<file path="src/rtl/pmic_pin_pkg.sv">
`timescale 1ns/1ps
package pmic_pin_pkg;

   typedef enum logic [1:0] {
      PS_OFF   = 2'b00,
      PS_ON    = 2'b01,
      PS_SLEEP = 2'b10,
      PS_STBY  = 2'b11
   } pwr_state_e;

   typedef enum logic [1:0] {
      MD_PINS     = 2'b00,
      MD_RSVD     = 2'b01,
      MD_SEQ      = 2'b10,
      MD_SEQ_STBY = 2'b11
   } ctl_mode_e;

   // pad order on drv_oe / drv_out
   localparam int PAD_A = 0;
   localparam int PAD_B = 1;
   localparam int PAD_C = 2;
   localparam int PAD_D = 3;

   // order on ctl_in
   localparam int IN_MASTER = 0;
   localparam int IN_A      = 1;
   localparam int IN_D      = 2;

   function automatic logic rst_pick(input logic [2:0] sel,
                                     input logic pg_a,
                                     input logic pg_b);
      logic r;
      case (sel)
         3'b001:  r = pg_a;
         3'b011:  r = pg_b;
         3'b101:  r = pg_a & pg_b;
         default: r = 1'b0;
      endcase
      return r;
   endfunction

endpackage

</file>
<file path="src/rtl/pmic_sync.sv">
`timescale 1ns/1ps
module pmic_sync #(
   parameter int WIDTH  = 1,
   parameter int STAGES = 2
) (
   input  logic             clk,
   input  logic             rst_n,
   input  logic [WIDTH-1:0] d,
   output logic [WIDTH-1:0] q
);
   logic [WIDTH-1:0] chain [STAGES];

   generate
      if (STAGES < 2) begin : g_bad_stages
         $error("pmic_sync: STAGES must be at least 2");
      end
      for (genvar s = 0; s < STAGES; s++) begin : g_stage
         if (s == 0) begin : g_first
            always_ff @(posedge clk or negedge rst_n) begin
               if (!rst_n) chain[0] <= '0;
               else        chain[0] <= d;
            end
         end else begin : g_next
            always_ff @(posedge clk or negedge rst_n) begin
               if (!rst_n) chain[s] <= '0;
               else        chain[s] <= chain[s-1];
            end
         end
      end
   endgenerate

   assign q = chain[STAGES-1];
endmodule

</file>
<file path="src/rtl/pmic_pwr_state.sv">
`timescale 1ns/1ps
module pmic_pwr_state
   import pmic_pin_pkg::*;
(
   input  ctl_mode_e  mode,
   input  logic       uv_low,
   input  logic       sleep_s,
   input  logic       stby_pin_s,
   output pwr_state_e state
);
   always_comb begin
      if (uv_low)
         state = PS_OFF;
      else if (sleep_s)
         state = PS_SLEEP;
      else if ((mode == MD_SEQ_STBY) && stby_pin_s)
         state = PS_STBY;
      else
         state = PS_ON;
   end
endmodule

</file>
<file path="src/rtl/pmic_rail_gate.sv">
`timescale 1ns/1ps
module pmic_rail_gate
   import pmic_pin_pkg::*;
#(
   parameter int NUM_RAILS = 2
) (
   input  ctl_mode_e            mode,
   input  pwr_state_e           state,
   input  logic                 pin_a_s,
   input  logic                 pin_d_s,
   input  logic [NUM_RAILS-1:0] seq_en,
   input  logic [NUM_RAILS-1:0] stby_en,
   output logic [NUM_RAILS-1:0] rails
);
   logic                 live;
   logic [NUM_RAILS-1:0] drop;

   assign live = (state == PS_ON) || (state == PS_STBY);
   assign drop = (state == PS_STBY) ? stby_en : '0;

   always_comb begin
      rails = '0;
      if (live) begin
         case (mode)
            MD_PINS:             rails = {pin_d_s, pin_a_s};
            MD_SEQ, MD_SEQ_STBY: rails = seq_en & ~drop;
            default:             rails = '0;
         endcase
      end
   end
endmodule

</file>
<file path="src/rtl/pmic_pin_map.sv">
`timescale 1ns/1ps
module pmic_pin_map
   import pmic_pin_pkg::*;
#(
   parameter int NUM_PADS = 4
) (
   input  ctl_mode_e            mode,
   input  logic                 rst_val,
   input  logic                 pg1,
   input  logic                 pg2,
   output logic [NUM_PADS-1:0]  fn_en,
   output logic [NUM_PADS-1:0]  fn_val
);
   always_comb begin
      fn_en  = '0;
      fn_val = '0;
      case (mode)
         MD_PINS: begin
            fn_en[PAD_C]  = 1'b1;
            fn_val[PAD_C] = rst_val;
         end
         MD_SEQ: begin
            fn_en[PAD_A]  = 1'b1;
            fn_val[PAD_A] = rst_val;
            fn_en[PAD_B]  = 1'b1;
            fn_val[PAD_B] = pg1;
            fn_en[PAD_C]  = 1'b1;
            fn_val[PAD_C] = pg2;
         end
         MD_SEQ_STBY: begin
            fn_en[PAD_B]  = 1'b1;
            fn_val[PAD_B] = pg1;
            fn_en[PAD_C]  = 1'b1;
            fn_val[PAD_C] = pg2;
         end
         default: ;
      endcase
   end
endmodule

</file>
<file path="src/rtl/pmic_pad_drv.sv">
`timescale 1ns/1ps
module pmic_pad_drv (
   input  logic fn_en,
   input  logic fn_val,
   input  logic od_sel,
   output logic oe,
   output logic val
);
   always_comb begin
      if (od_sel) begin
         oe  = fn_en & ~fn_val;
         val = 1'b0;
      end else begin
         oe  = fn_en;
         val = fn_en & fn_val;
      end
   end
endmodule

</file>
<file path="src/rtl/pmic_pin_ctrl.sv">
`timescale 1ns/1ps
module pmic_pin_ctrl
   import pmic_pin_pkg::*;
#(
   parameter int NUM_RAILS   = 2,
   parameter int NUM_PADS    = 4,
   parameter int NUM_INS     = 3,
   parameter int SYNC_STAGES = 2
) (
   input  logic                 clk,
   input  logic                 rst_n,
   input  logic [1:0]           cfg_mode,
   input  logic [2:0]           cfg_rst_sel,
   input  logic [NUM_PADS-1:0]  cfg_od,
   input  logic [NUM_RAILS-1:0] cfg_stby_en,
   input  logic [NUM_INS-1:0]   ctl_in,
   input  logic                 sleep_in,
   input  logic                 uv_low,
   input  logic                 pg1,
   input  logic                 pg2,
   input  logic [NUM_RAILS-1:0] seq_en,
   output logic [NUM_RAILS-1:0] rail_en,
   output logic                 master_en,
   output logic [NUM_PADS-1:0]  drv_oe,
   output logic [NUM_PADS-1:0]  drv_out,
   output logic [1:0]           pwr_state
);
   localparam int SYNC_W = NUM_INS + 1;

   generate
      if (NUM_RAILS != 2) begin : g_bad_rails
         $error("pmic_pin_ctrl: pin roles are defined for two rails");
      end
      if (NUM_PADS != 4) begin : g_bad_pads
         $error("pmic_pin_ctrl: pin roles are defined for four pads");
      end
      if (NUM_INS != 3) begin : g_bad_ins
         $error("pmic_pin_ctrl: three synchronized pad inputs expected");
      end
   endgenerate

   // ---------------- input synchronization ----------------
   logic [SYNC_W-1:0] raw_in, syn_in;
   logic [NUM_INS-1:0] ctl_s;
   logic               sleep_s;

   assign raw_in = {sleep_in, ctl_in};

   pmic_sync #(.WIDTH(SYNC_W), .STAGES(SYNC_STAGES)) u_sync (
      .clk   (clk),
      .rst_n (rst_n),
      .d     (raw_in),
      .q     (syn_in)
   );

   assign ctl_s   = syn_in[NUM_INS-1:0];
   assign sleep_s = syn_in[NUM_INS];

   // ---------------- power state ----------------
   ctl_mode_e  mode;
   pwr_state_e st_nxt;

   assign mode = ctl_mode_e'(cfg_mode);

   pmic_pwr_state u_state (
      .mode       (mode),
      .uv_low     (uv_low),
      .sleep_s    (sleep_s),
      .stby_pin_s (ctl_s[IN_A]),
      .state      (st_nxt)
   );

   // ---------------- rail enables ----------------
   logic [NUM_RAILS-1:0] rail_nxt;

   pmic_rail_gate #(.NUM_RAILS(NUM_RAILS)) u_rails (
      .mode    (mode),
      .state   (st_nxt),
      .pin_a_s (ctl_s[IN_A]),
      .pin_d_s (ctl_s[IN_D]),
      .seq_en  (seq_en),
      .stby_en (cfg_stby_en),
      .rails   (rail_nxt)
   );

   logic master_nxt;
   assign master_nxt = cfg_mode[1] & ctl_s[IN_MASTER];

   // ---------------- pin roles and drivers ----------------
   logic                rst_val;
   logic [NUM_PADS-1:0] fn_en, fn_val;
   logic [NUM_PADS-1:0] oe_nxt, out_nxt;

   assign rst_val = rst_pick(cfg_rst_sel, pg1, pg2);

   pmic_pin_map #(.NUM_PADS(NUM_PADS)) u_map (
      .mode    (mode),
      .rst_val (rst_val),
      .pg1     (pg1),
      .pg2     (pg2),
      .fn_en   (fn_en),
      .fn_val  (fn_val)
   );

   generate
      for (genvar p = 0; p < NUM_PADS; p++) begin : g_pad
         pmic_pad_drv u_drv (
            .fn_en  (fn_en[p]),
            .fn_val (fn_val[p]),
            .od_sel (cfg_od[p]),
            .oe     (oe_nxt[p]),
            .val    (out_nxt[p])
         );
      end
   endgenerate

   // ---------------- output registers ----------------
   always_ff @(posedge clk or negedge rst_n) begin
      if (!rst_n) begin
         rail_en   <= '0;
         master_en <= 1'b0;
         drv_oe    <= '0;
         drv_out   <= '0;
         pwr_state <= PS_OFF;
      end else begin
         rail_en   <= rail_nxt;
         master_en <= master_nxt;
         drv_oe    <= oe_nxt;
         drv_out   <= out_nxt;
         pwr_state <= st_nxt;
      end
   end
endmodule

</file>
<file path="config.mk">
export PLATFORM = sky130hd
export DESIGN_NAME = pmic_pin_ctrl
export DESIGN_NICKNAME = d
export VERILOG_FILES = /design/src/rtl/pmic_pin_pkg.sv /design/src/rtl/pmic_sync.sv /design/src/rtl/pmic_pwr_state.sv /design/src/rtl/pmic_rail_gate.sv /design/src/rtl/pmic_pin_map.sv /design/src/rtl/pmic_pad_drv.sv /design/src/rtl/pmic_pin_ctrl.sv
export SDC_FILE = /design/constraint.sdc
export NUM_CORES = 1
export LEC_CHECK = 0
export ABC_AREA = 1
export BUFFER_PORTS_ARGS = -buffer_cell sky130_fd_sc_hd__buf_4
export CAP_MARGIN = 0
export CORE_MARGIN = 5
export CORE_UTILIZATION = 35
export CTS_CLUSTER_DIAMETER = 120
export CTS_CLUSTER_SIZE = 12
export DETAILED_ROUTE_END_ITERATION = 10
export PLACE_DENSITY = 0.67
export REMOVE_ABC_BUFFERS = 1
export SYNTH_ARGS = -nofsm -noshare
export SYNTH_HDL_FRONTEND = slang
export SYNTH_SLANG_ARGS = --single-unit
</file>
<file path="constraint.sdc">
create_clock -name clk -period 1.1 [get_ports clk]
set_input_delay 0.22 -clock clk [delete_from_list [all_inputs] [get_ports clk]]
set_output_delay 0.22 -clock clk [all_outputs]
set_load 0.005 [all_outputs]
</file>
[After elaboration in Yosys (flattened, before gate mapping)]
Cells that the tools add are included.
Word-level totals
  register bits after elaboration: 19
  bits in latches: 0
  memory bits (writable): 0
  ROM bits: 0
  output and inout port bits: 13
  word-level logic and storage cells: 51
  memories: 0
Operators by class
  add/sub/neg operators: 0
  $mul: 0
  divide/modulo/power cells: 0
  magnitude comparators: 0
  eq/ne operators: 7
  shift-type cells: 0
  mux-type cells: 19
  bitwise operators: 13
  reductions and logical operators: 5
Operator list (count)
  two-way mux 1 bit: 11
  two-way mux 2 bit: 5
  bitwise AND 1 bit: 8
  equality test 2 bit (second input constant): 3
  one-hot mux 2 bit (2 select lines): 1
  equality test 3 x 1 -> 1 bit (second input constant): 1
  equality test 3 x 2 -> 1 bit (second input constant): 1
  equality test 3 bit (second input constant): 1
  inverter 1 bit: 3
  one-hot mux 1 bit (3 select lines): 1
  OR reduction 3 bit: 1
  bitwise AND 2 bit: 1
  equality test 2 x 1 -> 1 bit (second input constant): 1
  zero test 2 bit: 1
  inverter 2 bit: 1
  one-hot mux 1 bit (2 select lines): 1
  OR reduction 2 bit: 1
  logical AND 1 bit: 1
  logical OR 1 bit: 1

[Longest topological paths before layout]
Gate-level depths: netlist of the first run.
  word-level depth: 11
  gate-level depth with buffers: 6
  mapped depth without buffers: 6

[By module]
Synthesis of the first run repeated with hierarchy kept, for this count alone.
Second synthesis, totals
  cells, all modules: 88
  area total of the unflattened synthesis: 832.0 um2
Modules (own cells, without submodules)
  pmic_pin_ctrl: instances 1, cells an instance 24, area each 367.9 um2
  pmic_sync: instances 1, cells an instance 12, area each 230.2 um2
  pmic_pin_map: instances 1, cells an instance 17, area each 76.3 um2
  pmic_rail_gate: instances 1, cells an instance 15, area each 71.3 um2
  pmic_pad_drv: instances 4, cells an instance 4, area each 16.3 um2
  pmic_pwr_state: instances 1, cells an instance 4, area each 21.3 um2

[Least setup slack after synthesis of the first run]
No wires, ideal clock.
  path kind: register to register
  start point: register u_sync.chain, in the netlist u_sync.q[3]
  end point: register rail_en[0]
  arrival: 756 ps
  required time: 977 ps
  setup slack: 221 ps
  stages on the path, launching flop included: 7
  cell sequence: dfrtp_1 inv_1 nand2_1 nor2_2 nand2_1 nand3_1 a21oi_1
On the way
  longest elaborated chain between the ends: 8
  elaborated cells on any way between the ends: 10
Ends and longest elaborated chain
  from (decl): RTL line pmic_sync.sv:11  | logic [WIDTH-1:0] chain [STAGES];
  from (signal, indexed assignment): RTL line pmic_sync.sv:26  | else chain[s] <= chain[s-1];
  two-way mux 2 bit *: RTL line pmic_pwr_state.sv:14  | else if (sleep_s)
  two-way mux 2 bit *: RTL line pmic_pwr_state.sv:12  | if (uv_low)
  equality test 2 bit: RTL line pmic_rail_gate.sv:18, pmic_rail_gate.sv:19
  two-way mux 2 bit: RTL line pmic_rail_gate.sv:19  | assign drop = (state == PS_STBY) ? stby_en : '0;
  inverter 2 bit: RTL line pmic_rail_gate.sv:26  | MD_SEQ, MD_SEQ_STBY: rails = seq_en & ~drop;
  bitwise AND 2 bit: RTL line pmic_rail_gate.sv:26
  one-hot mux 2 bit (2 select lines): RTL line pmic_rail_gate.sv:24  | case (mode)
  two-way mux 2 bit *: RTL line pmic_rail_gate.sv:23  | if (live) begin
  net rail_nxt[0]: RTL line pmic_pin_ctrl.sv:74  | logic [NUM_RAILS-1:0] rail_nxt;
  to (signal assigned): RTL line pmic_pin_ctrl.sv:126  | rail_en <= rail_nxt;
  to (decl): RTL line pmic_pin_ctrl.sv:22  | output logic [NUM_RAILS-1:0] rail_en,
Mark *: on every way through the listed nets, which the timed path passes. The rest lies on a longest branch.

[Worst setup path in the final report of the first run]
  start point: register drv_oe[0]
  end point: output drv_oe[0]
RTL lines
  from (decl): RTL line pmic_pin_ctrl.sv:24  | output logic [NUM_PADS-1:0] drv_oe,
  from (signal assigned): RTL line pmic_pin_ctrl.sv:128  | drv_oe <= oe_nxt;
No word-level cell between the ends.

==> report_table.html, run 1 <==
<table>
<tr><th>Metric</th><th>Value</th></tr>
<tr><th colspan="2">Floorplan</th></tr>
<tr><td>Floorplan row count</td><td>16</td></tr>
<tr><td>I/O pin cnt</td><td>35</td></tr>
<tr><td>Initial cell density of the core</td><td>36.28%</td></tr>
<tr><td>Chip width</td><td>54.86 um</td></tr>
<tr><td>Die extent in y</td><td>54.86 um</td></tr>
<tr><td>Placeable core area</td><td>~1900 um2</td></tr>
<tr><td>Die Footprint</td><td>~3000 um2</td></tr>
<tr><th colspan="2">Drt</th></tr>
<tr><td>Total wire length after detailed routing</td><td>around 1.3 mm</td></tr>
<tr><td>Met1 wire length</td><td>465 um</td></tr>
<tr><td>Met2 routed WL</td><td>approximately 730 um</td></tr>
<tr><td>Initial DRC count</td><td>1</td></tr>
<tr><td>Highest metal used</td><td>met3</td></tr>
<tr><td>Length of the first detailed-routing pass in iterations</td><td>2</td></tr>
<tr><td>Detail-routed via count per cell</td><td>4.120</td></tr>
<tr><td>Antenna Violating Nets Remaining</td><td>0</td></tr>
<tr><td>Total DRC errors in the routed layout</td><td>0</td></tr>
<tr><td>Total via count after detailed routing</td><td>515</td></tr>
<tr><td>Total length of routed met3 wires</td><td>~93 um</td></tr>
<tr><td>Mean routed wirelength per cell</td><td>10.34 um</td></tr>
<tr><th colspan="2">Worst hold path</th></tr>
<tr><td>Path class of the lowest-slack min-delay path</td><td>in2reg</td></tr>
<tr><th colspan="2">Placement</th></tr>
<tr><td>Buffers added on ports</td><td>31</td></tr>
<tr><td>Placement-stage cell area</td><td>948.4 um2</td></tr>
<tr><td>Detailed-placement wirelength estimate</td><td>~1.1 mm</td></tr>
<tr><td>Routability Congestion</td><td>0.6736</td></tr>
<tr><th colspan="2">CTS</th></tr>
<tr><td>Number of buffers created by CTS</td><td>3</td></tr>
<tr><td>H-Tree Level Count</td><td>1</td></tr>
<tr><td>Clock root buffer</td><td>sky130_fd_sc_hd__clkbuf_4</td></tr>
<tr><td>TritonCTS clock tree</td><td>done</td></tr>
<tr><td># clock sinks</td><td>19</td></tr>
<tr><td>Worst-Skew Late Latency</td><td>0.28 ns</td></tr>
<tr><td>Max Root-Sink Buffers</td><td>2</td></tr>
<tr><td>Number of buffers added for setup after CTS</td><td>0</td></tr>
<tr><td>Clock transition at the register clock pins on the worst setup and hold paths after CTS</td><td>0.10 ns</td></tr>
<tr><th colspan="2">STA</th></tr>
<tr><td>Setup clock skew after layout</td><td>around 0.00077 ns</td></tr>
<tr><td>Setup Total Neg Slack</td><td>0 ns</td></tr>
<tr><td>Setup Viol. Count Final</td><td>0</td></tr>
<tr><td>Number of hold violations in the final report</td><td>0</td></tr>
<tr><td>Final critical delay including setup and external delays</td><td>1.011 ns</td></tr>
<tr><td>Final critical-path share of the clock period</td><td>91.87%</td></tr>
<tr><td>Number of max-slew violations in the final report</td><td>0</td></tr>
<tr><td>RSZ-0062 raised after global routing</td><td>false</td></tr>
<tr><td>Max Freq</td><td>989.5 MHz</td></tr>
<tr><th colspan="2">Critical path</th></tr>
<tr><td>Cells traversed along the worst timing path</td><td>buf_4</td></tr>
<tr><td>Critical path endpoint category</td><td>primary output</td></tr>
<tr><td>Cell type of the slowest stage on the worst timing path</td><td>sky130_fd_sc_hd__dfrtp_1</td></tr>
<tr><td>Endpoint arrival time on the critical path</td><td>0.79 ns</td></tr>
<tr><td>Type of element launching the critical path</td><td>flop</td></tr>
<tr><td>Buffer and inverter count on the worst path</td><td>1</td></tr>
<tr><td>Start-to-end type of the worst setup path</td><td>reg2out</td></tr>
<tr><td>CP max FO</td><td>1</td></tr>
<tr><td>Delay of the slowest critical-path stage</td><td>0.38 ns</td></tr>
<tr><td>Cell type group with the largest total delay on the critical path</td><td>flip-flops</td></tr>
<tr><td>Worst Path Required</td><td>0.88 ns</td></tr>
<tr><th colspan="2">Power</th></tr>
<tr><td>Standby leakage power</td><td>0.5258 nW</td></tr>
<tr><td>Sequential power share</td><td>between 50% and 60%</td></tr>
<tr><td>Clock Power Share</td><td>about 27%</td></tr>
<tr><td>PnR Total Power</td><td>0.001245 W</td></tr>
<tr><td>Switching power share of the total</td><td>22.87%</td></tr>
<tr><td>Internal power</td><td>0.0009602 W</td></tr>
<tr><td>Comb power frac</td><td>13.4%</td></tr>
<tr><td>Switching power total</td><td>approximately 0.00028 W</td></tr>
<tr><td>Worst vdd ir</td><td>749.0 uV</td></tr>
<tr><td>Total power per unit cell area</td><td>approximately 1300 nW/um2</td></tr>
<tr><th colspan="2">Outcome</th></tr>
<tr><td>Status</td><td>finished, final reports clean</td></tr>
<tr><th colspan="2">Yosys</th></tr>
<tr><td>Post-synthesis cell area</td><td>704.4 um2</td></tr>
<tr><td>Number of storage elements in the synthesis netlist</td><td>19</td></tr>
<tr><td>Post-synthesis mux area share</td><td>0%</td></tr>
<tr><td>Instance count of the mapped netlist</td><td>64</td></tr>
<tr><td>Dominant combinational cell family by area after synthesis</td><td>simple AND/OR/NAND/NOR gates</td></tr>
<tr><td>Syn_area_per_cell</td><td>11.01 um2</td></tr>
<tr><td>Number of warning messages in the yosys log</td><td>0</td></tr>
<tr><td>Compound-Gate Fraction of Synth Area</td><td>6.927%</td></tr>
<tr><td>XOR/XNOR share of the synthesized area</td><td>0%</td></tr>
<tr><td>Number of distinct library cells after synthesis</td><td>13</td></tr>
<tr><td>Adder-cell share of the synthesized area</td><td>0%</td></tr>
<tr><td>Synthesized-area fraction occupied by and/or/nand/nor cells</td><td>17.58%</td></tr>
<tr><td>Sequential element share of the synthesized area</td><td>67.50%</td></tr>
<tr><th colspan="2">Global route</th></tr>
<tr><td>Maximum number of pins on one net before global-route repair</td><td>20</td></tr>
<tr><td>Antenna violations before repair</td><td>0</td></tr>
<tr><td>Overflow left after global routing</td><td>0</td></tr>
<tr><td>Number of global-route vias before repair</td><td>534</td></tr>
<tr><td>Global-route wire length before repair</td><td>2.173 mm</td></tr>
<tr><td>Global-route total usage across every layer</td><td>10.19%</td></tr>
<tr><th colspan="2">Finish</th></tr>
<tr><td>Final instance area</td><td>slightly below 1000 um2</td></tr>
<tr><td>Total number of nets in the final design</td><td>121</td></tr>
<tr><td>Number of antenna cells inserted</td><td>0</td></tr>
<tr><td>Commonest non-fill, non-tap cell in the layout</td><td>sky130_fd_sc_hd__buf_4</td></tr>
<tr><td>Area Growth Syn to Fin</td><td>39.96%</td></tr>
<tr><td>Layout cell share with drive strength beyond 1</td><td>42.86%</td></tr>
<tr><td>Top library cells by usage in the layout, fill and taps aside</td><td>sky130_fd_sc_hd__buf_4, sky130_fd_sc_hd__dfrtp_1, sky130_fd_sc_hd__nand2_1, sky130_fd_sc_hd__inv_1, sky130_fd_sc_hd__a21oi_1</td></tr>
<tr><th colspan="2">Job</th></tr>
<tr><td>MaxCap Viol Count</td><td>0</td></tr>
</table>
==> cell families after synthesis <==
| family | Yosys count |
|---|---|
| simple gates | 27 |
| flops | 19 |
| buf+inv | 10 |
| compound gates | 7 |
| other cells | 1 |
==> registers in the layout, summed over array words and instances (netlist names) <==
| signal | count |
|---|---|
| pwr_state | 2 |
| master_en | 1 |
| drv_out | 3 |
| rail_en | 2 |
| u_sync.chain | 4 |
| drv_oe | 3 |
| u_sync.q | 4 |
==> routing by layer <==
metal | vias up | track usage, %
li1 | 260 | -
met1 | 240 | 11.15
met2 | 15 | 18.31
met3 | 0 | 2.997
met4 | 0 | 3.734
met5 | - | 0
==> Yosys cell counts (all sizes together) <==
| master | number | area share, % |
|---|---|---|
| dfrtp | 19 | 67 |
| nand2 | 15 | 8.0 |
| nor2 | 8 | 5.3 |
| inv | 7 | 3.7 |
| a21oi | 6 | 4.3 |
| nand3 | 4 | 4.3 |
| buf | 3 | 3.7 |
| conb | 1 | 0.53 |
| o21bai | 1 | 2.7 |
==> area by class of cell <==
class                      count  area, um2
clock buffer                   3      22.52
clock inverter                 1      5.005
fill                         182      955.9
inverter                       7      26.28
multi-input combinational     36      180.2
sequential                    19      475.5
tap                           27      33.78
timing repair buffer          32      242.7
==> power groups by stage <==
stage | clock, W | sequential [W] | combinational (W)
after floorplan | 0 | 0.000759 | 0.0000445
after global placement | 0 | 0.000756 | 0.000163
after detailed placement | 0 | 0.000757 | 0.000167
after CTS | 0.000349 | 0.000743 | 0.000170
after global routing | 0.000384 | 0.000746 | 0.000188
final | 0.000336 | 0.000742 | 0.000167
==> stage by stage <==
stage / cells / util [%] / setup slack (ns) / hold slack, ns
6_report: 125 / 50.77 / 0.08941 / 0.03244
4_1_cts: 125 / 50.77 / 0.07159 / 0.02270
2_1_floorplan: 62 / - / 0.2206 / -0.07559
5_1_grt: 125 / 50.77 / 0.02136 / 0.007938
3_3_place_gp: 120 / 48.84 / 0.1841 / 0.09749
3_5_place_dp: 120 / 48.84 / 0.1497 / 0.1015
==> repair_timing <==
action / 4_1_cts / 5_1_grt
hold buffers: 1 / 0
endpoints found under the hold margin: 19 / 0
resized for setup: 0 / 0
==> worst paths after layout <==
kind                                      startpoint                        end  slack (ns)  cells past startpoint
min in group asynchronous                      rst_n  u_sync.chain[4]$_DFF_PN0_        0.32                      2
hold / removal                              sleep_in  u_sync.chain[7]$_DFF_PN0_        0.03                      1
setup / recovery                 drv_oe[0]$_DFF_PN0_                  drv_oe[0]        0.09                      1
setup reg to reg               u_sync.q[3]$_DFF_PN0_       rail_en[0]$_DFF_PN0_        0.14                      6
max in group asynchronous                      rst_n       drv_out[0]$_DFF_PN0_        0.60                      2
hold reg to reg            u_sync.chain[5]$_DFF_PN0_      u_sync.q[1]$_DFF_PN0_        0.36                      0
(Power assumes the default switching activity.)
==> inputs of run 2 (changes only) <==
SYNTH_HIERARCHICAL = 1   (was unset)
clock period = 0.9 ns   (was 1.1 ns; I/O delays follow)
==> report_table.html, run 2 <==
<table>
<tr><th>Metric</th><th>Value</th></tr>
<tr><th colspan="2">Global route</th></tr>
<tr><td>Antenna violations before repair</td><td>0</td></tr>
<tr><td>Global-route wire length before repair</td><td>2.677 mm</td></tr>
<tr><td>Maximum number of pins on one net before global-route repair</td><td>22</td></tr>
<tr><td>Number of global-route vias before repair</td><td>658</td></tr>
<tr><td>Overflow left after global routing</td><td>0</td></tr>
<tr><td>Global-route total usage across every layer</td><td>10.50%</td></tr>
<tr><th colspan="2">Yosys</th></tr>
<tr><td>Dominant combinational cell family by area after synthesis</td><td>simple AND/OR/NAND/NOR gates</td></tr>
<tr><td>Dominant cell type by area after synthesis</td><td>sky130_fd_sc_hd__dfrtp_1</td></tr>
<tr><td>Async set-or-reset flop fraction in the synthesized netlist</td><td>100.0%</td></tr>
<tr><td>Synthesized-area fraction occupied by and/or/nand/nor cells</td><td>16.39%</td></tr>
<tr><td>Number of distinct library cells after synthesis</td><td>13</td></tr>
<tr><td>Adder-cell share of the synthesized area</td><td>0%</td></tr>
<tr><td>Post-synthesis mux area share</td><td>0%</td></tr>
<tr><td>Top cell type's share of synthesized area</td><td>63.16%</td></tr>
<tr><td>Commonest cells in the netlist</td><td>sky130_fd_sc_hd__dfrtp_1, sky130_fd_sc_hd__inv_1, sky130_fd_sc_hd__nand2_1, sky130_fd_sc_hd__nor2_1</td></tr>
<tr><td>Instance count of the mapped netlist</td><td>88</td></tr>
<tr><td>Ranking of synthesized cells by area</td><td>sky130_fd_sc_hd__dfrtp_1, sky130_fd_sc_hd__inv_1, sky130_fd_sc_hd__nand2_1</td></tr>
<tr><td>Number of storage elements in the synthesis netlist</td><td>21</td></tr>
<tr><td>XOR/XNOR share of the synthesized area</td><td>0%</td></tr>
<tr><td>Number of warning messages in the yosys log</td><td>6</td></tr>
<tr><td>Sequential element share of the synthesized area</td><td>between 60% and 70%</td></tr>
<tr><td>Synth Flop Type</td><td>sky130_fd_sc_hd__dfrtp_1</td></tr>
<tr><td>Most frequently used cell type in the post-synthesis netlist</td><td>sky130_fd_sc_hd__dfrtp_1</td></tr>
<tr><td>Post-synthesis cell area</td><td>832.0 um2</td></tr>
<tr><td>Syn_area_per_cell</td><td>9.455 um2</td></tr>
<tr><td>Number of synthesized flops with an enable pin</td><td>0</td></tr>
<tr><td>Compound-Gate Fraction of Synth Area</td><td>5.564%</td></tr>
<tr><th colspan="2">Drt</th></tr>
<tr><td>Total wire length after detailed routing</td><td>between 1.5 and 2 mm</td></tr>
<tr><td>Detail-routed via count per cell</td><td>4.151</td></tr>
<tr><td>Initial DRC count</td><td>4</td></tr>
<tr><td>Antenna Violating Nets Remaining</td><td>0</td></tr>
<tr><td>Mean routed wirelength per cell</td><td>10.91 um</td></tr>
<tr><td>Length of the first detailed-routing pass in iterations</td><td>4</td></tr>
<tr><td>Total DRC errors in the routed layout</td><td>0</td></tr>
<tr><td>Total via count after detailed routing</td><td>660</td></tr>
<tr><th colspan="2">CTS</th></tr>
<tr><td>Clock transition at the register clock pins on the worst setup and hold paths after CTS</td><td>0.12 ns</td></tr>
<tr><td>Number of buffers created by CTS</td><td>3</td></tr>
<tr><td>Worst-Skew Late Latency</td><td>0.31 ns</td></tr>
<tr><td># clock sinks</td><td>21</td></tr>
<tr><td>Clock root buffer</td><td>sky130_fd_sc_hd__clkbuf_4</td></tr>
<tr><td>TritonCTS clock tree</td><td>done</td></tr>
<tr><td>Max Root-Sink Buffers</td><td>2</td></tr>
<tr><td>H-Tree Level Count</td><td>1</td></tr>
<tr><th colspan="2">Critical path</th></tr>
<tr><td>CP max FO</td><td>1</td></tr>
<tr><td>Worst Path Required</td><td>about 0.72 ns</td></tr>
<tr><td>Critical path endpoint category</td><td>primary output</td></tr>
<tr><td>Cell type of the slowest stage on the worst timing path</td><td>sky130_fd_sc_hd__dfrtp_1</td></tr>
<tr><td>Reg-to-reg critical path startpoint</td><td>u_sync/q[1]$_DFF_PN0_</td></tr>
<tr><td>Start-to-end type of the worst setup path</td><td>reg2out</td></tr>
<tr><td>Timing startpoint of the critical path</td><td>drv_oe[3]$_DFF_PN0_</td></tr>
<tr><td>Delay of the slowest critical-path stage</td><td>0.41 ns</td></tr>
<tr><td>Type of element launching the critical path</td><td>flop</td></tr>
<tr><td>Cell type group with the largest total delay on the critical path</td><td>flip-flops</td></tr>
<tr><td>Buffer and inverter count on the worst path</td><td>1</td></tr>
<tr><td>Endpoint arrival time on the critical path</td><td>between 0.8 and 0.9 ns</td></tr>
<tr><td>Cells traversed along the worst timing path</td><td>buf_6</td></tr>
<tr><th colspan="2">Finish</th></tr>
<tr><td>Top library cells by usage in the layout, fill and taps aside</td><td>sky130_fd_sc_hd__buf_4, sky130_fd_sc_hd__dfrtp_1, sky130_fd_sc_hd__inv_1, sky130_fd_sc_hd__nand2_1, sky130_fd_sc_hd__buf_6</td></tr>
<tr><td>Area Growth Syn to Fin</td><td>53.38%</td></tr>
<tr><td>Utilization after layout</td><td>between 50% and 60%</td></tr>
<tr><td>Number of antenna cells inserted</td><td>0</td></tr>
<tr><td>Layout cell share with drive strength beyond 1</td><td>39.69%</td></tr>
<tr><td>Commonest non-fill, non-tap cell in the layout</td><td>sky130_fd_sc_hd__buf_4</td></tr>
<tr><td>Total number of nets in the final design</td><td>154</td></tr>
<tr><th colspan="2">STA</th></tr>
<tr><td>Setup Total Neg Slack</td><td>-1.288 ns</td></tr>
<tr><td>Max Freq</td><td>977.7 MHz</td></tr>
<tr><td>Final critical-path share of the clock period</td><td>113.6%</td></tr>
<tr><td>RSZ-0062 raised after global routing</td><td>true</td></tr>
<tr><td>Final critical delay including setup and external delays</td><td>1.023 ns</td></tr>
<tr><td>Setup clock skew after layout</td><td>~0.014 ns</td></tr>
<tr><td>Post-route worst setup slack</td><td>-0.1228 ns</td></tr>
<tr><td>Worst-case hold slack</td><td>approximately 0.021 ns</td></tr>
<tr><td>Setup Viol. Count Final</td><td>15</td></tr>
<tr><td>Number of max-slew violations in the final report</td><td>0</td></tr>
<tr><td>Number of hold violations in the final report</td><td>0</td></tr>
<tr><th colspan="2">Floorplan</th></tr>
<tr><td>I/O pin cnt</td><td>35</td></tr>
<tr><td>Floorplan row count</td><td>17</td></tr>
<tr><td>Die extent in y</td><td>58.76 um</td></tr>
<tr><td>Placeable core area</td><td>2233 um2</td></tr>
<tr><td>Initial cell density of the core</td><td>37.25%</td></tr>
<tr><td>Die Footprint</td><td>3452 um2</td></tr>
<tr><td>Chip width</td><td>58.76 um</td></tr>
<tr><th colspan="2">Job</th></tr>
<tr><td>MaxCap Viol Count</td><td>0</td></tr>
<tr><th colspan="2">Worst hold path</th></tr>
<tr><td>Path class of the lowest-slack min-delay path</td><td>in2reg</td></tr>
<tr><td>Hold Crit Start</td><td>cfg_od[1]</td></tr>
<tr><th colspan="2">Outcome</th></tr>
<tr><td>Status</td><td>complete, but fails checks</td></tr>
<tr><td>Violated checks</td><td>setup timing</td></tr>
<tr><th colspan="2">Power</th></tr>
<tr><td>PnR Total Power</td><td>about 0.0017 W</td></tr>
<tr><td>Worst vdd ir</td><td>1266 uV</td></tr>
<tr><td>Standby leakage power</td><td>0.6763 nW</td></tr>
<tr><td>Total power per unit cell area</td><td>1369 nW/um2</td></tr>
<tr><th colspan="2">Placement</th></tr>
<tr><td>Worst slack, placed</td><td>-0.07065 ns</td></tr>
<tr><td>Detailed-placement wirelength estimate</td><td>1.224 mm</td></tr>
<tr><td>Buffers added on ports</td><td>34</td></tr>
<tr><td>Routability Congestion</td><td>between 0.7 and 0.8</td></tr>
</table>
## run 2: cell count changes after synthesis, moves of 2 or more
cell                       before  now
sky130_fd_sc_hd__nor2_1         5    9
sky130_fd_sc_hd__dfrtp_1       19   21
sky130_fd_sc_hd__nand3_1        2    6
sky130_fd_sc_hd__clkinv_1       0    2
sky130_fd_sc_hd__a21oi_2        0    3
sky130_fd_sc_hd__nor2_2         3    1
sky130_fd_sc_hd__a21oi_1        6    4
sky130_fd_sc_hd__nand3_2        2    0
sky130_fd_sc_hd__buf_4          2    6
sky130_fd_sc_hd__inv_1          6   17
## run 2: metal layers
metal,vias up,GRT usage [%],wire length (um)
met3,2,5.702,167
met2,28,20.50,998
met5,-,0,0
li1,333,-,-
met4,0,2.913,16
met1,297,8.916,552
## run 2: report_power, final
| part | total, W | leakage, nW | internal (W) | switching, W |
|---|---|---|---|---|
| clock network | 0.000452 | 0.0139 | 0.000170 | 0.000282 |
| registers | 0.00101 | 0.262 | 0.000988 | 0.0000196 |
| logic | 0.000288 | 0.401 | 0.000168 | 0.000120 |
| total | 0.00175 | 0.676 | 0.00133 | 0.000421 |
## run 2: cell type report
| cell class | instances | area (um2) |
|---|---|---|
| fillers | 209 | 957.2 |
| flip-flops and latches | 21 | 525.5 |
| repair buffers | 45 | 401.6 |
| multi-input cells | 42 | 212.7 |
| inverters | 19 | 71.32 |
| well taps | 28 | 35.03 |
| clock buffers | 3 | 22.52 |
| clock inverters | 1 | 7.507 |
## run 2: logic make-up (layout without fill, tap and decap cells)
| family | after synthesis | in the layout |
|---|---|---|
| simple gates | 33 | 33 |
| compound gates | 7 | 7 |
| other cells | 1 | 2 |
| buf+inv | 26 | 68 |
| flops | 21 | 21 |
## run 2: per-stage QoR
step,cells,instance area (um2)
6_report,159,1276
5_1_grt,159,1276
4_1_cts,158,1254
3_5_place_dp,148,1107
3_3_place_gp,148,1107
2_1_floorplan,82,787.0
## run 2: final timing paths
kind | end | slack [ns] | cells past startpoint
min reg2reg | u_sync/q[3]$_DFF_PN0_ | 0.36 | 0
max reg2reg | rail_en[1]$_DFF_PN0_ | -0.08 | 5
min | drv_out[1]$_DFF_PN0_ | 0.02 | 2
min in group asynchronous | u_sync/chain[5]$_DFF_PN0_ | 0.27 | 2
max | drv_oe[3] | -0.12 | 1
max in group asynchronous | pwr_state[1]$_DFF_PN0_ | 0.41 | 2
## run 2: timing repair
item	4_1_cts	5_1_grt
hold buffers	6	0
endpoints found under the hold margin	26	0
setup buffers	0	1
gates resized for setup	15	3
endpoints found under the setup margin	15	15
pin swaps	0	1
==> inputs of run 3 (changes only) <==
ABC_CLOCK_PERIOD_IN_PS = 900   (was unset)
CORE_MARGIN = unset   (was 5)
==> report_table.html, run 3 (synthesis gave the netlist of run 2 again) <==
<table>
<tr><th>Metric</th><th>Value</th></tr>
<tr><th colspan="2">Outcome</th></tr>
<tr><td>Status</td><td>complete, but fails checks</td></tr>
<tr><td>Violated checks</td><td>setup timing</td></tr>
<tr><th colspan="2">STA</th></tr>
<tr><td>Final critical-path share of the clock period</td><td>109.6%</td></tr>
<tr><td>Final critical delay including setup and external delays</td><td>0.9864 ns</td></tr>
<tr><td>Setup Viol. Count Final</td><td>15</td></tr>
<tr><td>Post-route worst setup slack</td><td>-0.08638 ns</td></tr>
<tr><td>Setup clock skew after layout</td><td>0.0006698 ns</td></tr>
<tr><td>Number of hold violations in the final report</td><td>0</td></tr>
<tr><td>Max Freq</td><td>between 1000 and 1500 MHz</td></tr>
<tr><td>Number of max-slew violations in the final report</td><td>0</td></tr>
<tr><td>RSZ-0062 raised after global routing</td><td>true</td></tr>
<tr><th colspan="2">Power</th></tr>
<tr><td>PnR Total Power</td><td>between 0.0015 and 0.002 W</td></tr>
<tr><td>Worst vdd ir</td><td>964.5 uV</td></tr>
<tr><td>Internal power</td><td>approximately 0.0013 W</td></tr>
<tr><td>Comb power frac</td><td>approximately 16%</td></tr>
<tr><td>Switching power total</td><td>0.0003955 W</td></tr>
<tr><td>Switching power share of the total</td><td>23.10%</td></tr>
<tr><td>Standby leakage power</td><td>about 0.67 nW</td></tr>
<tr><td>Total power per unit cell area</td><td>1367 nW/um2</td></tr>
<tr><td>Clock Power Share</td><td>25.2%</td></tr>
<tr><td>Sequential power share</td><td>a little under 60%</td></tr>
<tr><th colspan="2">Drt</th></tr>
<tr><td>Total DRC errors in the routed layout</td><td>0</td></tr>
<tr><td>Mean routed wirelength per cell</td><td>8.510 um</td></tr>
<tr><td>Total wire length after detailed routing</td><td>1.336 mm</td></tr>
<tr><td>Highest metal used</td><td>met4</td></tr>
<tr><td>Length of the first detailed-routing pass in iterations</td><td>4</td></tr>
<tr><td>Met2 routed WL</td><td>762 um</td></tr>
<tr><td>Initial DRC count</td><td>6</td></tr>
<tr><td>Detail-routed via count per cell</td><td>4.006</td></tr>
<tr><td>Antenna Violating Nets Remaining</td><td>0</td></tr>
<tr><td>Met1 wire length</td><td>508 um</td></tr>
<tr><td>Total via count after detailed routing</td><td>~630</td></tr>
<tr><td>Total length of routed met3 wires</td><td>60 um</td></tr>
<tr><th colspan="2">Finish</th></tr>
<tr><td>Top library cells by usage in the layout, fill and taps aside</td><td>sky130_fd_sc_hd__buf_4, sky130_fd_sc_hd__dfrtp_1, sky130_fd_sc_hd__inv_1, sky130_fd_sc_hd__nand2_1, sky130_fd_sc_hd__buf_6</td></tr>
<tr><td>Layout cell share with drive strength beyond 1</td><td>between 30% and 40%</td></tr>
<tr><td>Commonest non-fill, non-tap cell in the layout</td><td>sky130_fd_sc_hd__buf_4</td></tr>
<tr><td>Total number of nets in the final design</td><td>152</td></tr>
<tr><td>Utilization after layout</td><td>roughly 56%</td></tr>
<tr><td>Number of inserted filler cells in the final layout</td><td>201</td></tr>
<tr><td>Area used by multi-input combinational logic</td><td>205.2 um2</td></tr>
<tr><td>Post-layout instance count excluding filler cells</td><td>157</td></tr>
<tr><td>Storage cell area</td><td>525.5 um2</td></tr>
<tr><td>Number of antenna cells inserted</td><td>0</td></tr>
<tr><td>Area Growth Syn to Fin</td><td>50.53%</td></tr>
<tr><th colspan="2">Job</th></tr>
<tr><td>MaxCap Viol Count</td><td>0</td></tr>
<tr><th colspan="2">CTS</th></tr>
<tr><td>TritonCTS clock tree</td><td>done</td></tr>
<tr><td>H-Tree Level Count</td><td>1</td></tr>
<tr><td>Number of buffers created by CTS</td><td>3</td></tr>
<tr><td>Max Root-Sink Buffers</td><td>2</td></tr>
<tr><td>Clock transition at the register clock pins on the worst setup and hold paths after CTS</td><td>0.11 ns</td></tr>
<tr><td>Clock root buffer</td><td>sky130_fd_sc_hd__clkbuf_4</td></tr>
<tr><td>Worst-Skew Late Latency</td><td>0.29 ns</td></tr>
<tr><td># clock sinks</td><td>21</td></tr>
<tr><th colspan="2">Floorplan</th></tr>
<tr><td>Placeable core area</td><td>2233 um2</td></tr>
<tr><td>Die Footprint</td><td>roughly 2600 um2</td></tr>
<tr><td>Die extent in y</td><td>50.76 um</td></tr>
<tr><td>Chip width</td><td>a little over 50 um</td></tr>
<tr><td>Initial cell density of the core</td><td>37.25%</td></tr>
<tr><td>Floorplan row count</td><td>17</td></tr>
<tr><td>I/O pin cnt</td><td>35</td></tr>
<tr><th colspan="2">Critical path</th></tr>
<tr><td>Cell type group with the largest total delay on the critical path</td><td>flip-flops</td></tr>
<tr><td>Endpoint arrival time on the critical path</td><td>0.81 ns</td></tr>
<tr><td>Worst Path Required</td><td>between 0.7 and 0.8 ns</td></tr>
<tr><td>Cell type of the slowest stage on the worst timing path</td><td>sky130_fd_sc_hd__dfrtp_1</td></tr>
<tr><td>CP max FO</td><td>1</td></tr>
<tr><td>Buffer and inverter count on the worst path</td><td>1</td></tr>
<tr><td>Critical path endpoint category</td><td>primary output</td></tr>
<tr><td>Delay of the slowest critical-path stage</td><td>~0.40 ns</td></tr>
<tr><td>Start-to-end type of the worst setup path</td><td>reg2out</td></tr>
<tr><td>Type of element launching the critical path</td><td>flop</td></tr>
<tr><td>Cells traversed along the worst timing path</td><td>buf_6</td></tr>
<tr><th colspan="2">Global route</th></tr>
<tr><td>Maximum number of pins on one net before global-route repair</td><td>22</td></tr>
<tr><td>Global-route wire length before repair</td><td>about 2.2 mm</td></tr>
<tr><td>Number of global-route vias before repair</td><td>between 600 and 700</td></tr>
<tr><td>Global-route total usage across every layer</td><td>12.06%</td></tr>
<tr><td>Antenna violations before repair</td><td>0</td></tr>
<tr><td>Overflow left after global routing</td><td>0</td></tr>
<tr><th colspan="2">Placement</th></tr>
<tr><td>Cells after DPL</td><td>147</td></tr>
<tr><td>Buffers added on ports</td><td>34</td></tr>
<tr><td>Detailed-placement wirelength estimate</td><td>between 1 and 1.5 mm</td></tr>
<tr><td>Routability Congestion</td><td>~0.67</td></tr>
<tr><th colspan="2">Worst hold path</th></tr>
<tr><td>Path class of the lowest-slack min-delay path</td><td>in2reg</td></tr>
</table>
run 3: cell count changes in the layout (fill, tap and decap cells not counted), sizes merged:
| cell | delta |
|---|---|
| clkinvlp | -1 |
| buf | -1 |
| dlygate4sd3 | -1 |
| clkinv | +1 |
run 3: what timing repair did:
item	4_1_cts	5_1_grt
hold buffers	5	0
endpoints found under the hold margin	25	0
pin swaps	1	0
setup endpoints to repair	15	16
buffers inserted	2	0
gates resized for setup	14	4
run 3: final timing paths:
path | startpoint | to | slack [ns] | cells after the start
min in group asynchronous | rst_n | drv_out[3]$_DFF_PN0_ | 0.31 | 2
min reg2reg | u_sync/chain[4]$_DFF_PN0_ | u_sync/q[0]$_DFF_PN0_ | 0.36 | 0
max | drv_out[3]$_DFF_PN0_ | drv_out[3] | -0.09 | 1
min | cfg_od[0] | drv_out[0]$_DFF_PN0_ | 0.03 | 2
max in group asynchronous | rst_n | drv_out[1]$_DFF_PN0_ | 0.38 | 2
max reg2reg | u_sync/q[1]$_DFF_PN0_ | rail_en[1]$_DFF_PN0_ | -0.04 | 5
run 3: routing by layer:
metal  GRT usage, %  vias up
met5              0        -
li1               -      331
met4          5.556        0
met3          3.333        2
met2          23.78       17
met1          11.13      279
run 3: power groups by stage:
stage | registers, W | clock network, W | logic [W]
3_3_place_gp | 0.00102 | 0 | 0.000227
2_1_floorplan | 0.00102 | 0 | 0.0000671
4_1_cts | 0.00101 | 0.000455 | 0.000273
6_report | 0.00101 | 0.000431 | 0.000274
5_1_grt | 0.00101 | 0.000487 | 0.000304
3_5_place_dp | 0.00102 | 0 | 0.000231
run 3: through the flow:
stage                     hold WS [ns]   TNS, ns  worst slack, ns  area (um2)
after floorplan                -0.1156         0          0.04628       787.0
after global placement         0.06900  -0.06751         -0.02273        1100
after detailed placement       0.07278   -0.1507         -0.05527        1100
after CTS                      0.01748    -1.263          -0.1016        1246
after global routing          0.006502    -1.721          -0.1339        1252
final                          0.03181    -1.050         -0.08638        1252
run 3: area by class of cell:
cell class / count / area share, %
clock buffer: 3 / 1.798
multi-input combinational: 42 / 16.38
clock inverter: 1 / 0.3996
inverter: 19 / 5.694
tap: 28 / 2.797
timing repair buffer: 43 / 30.97
sequential: 21 / 41.96
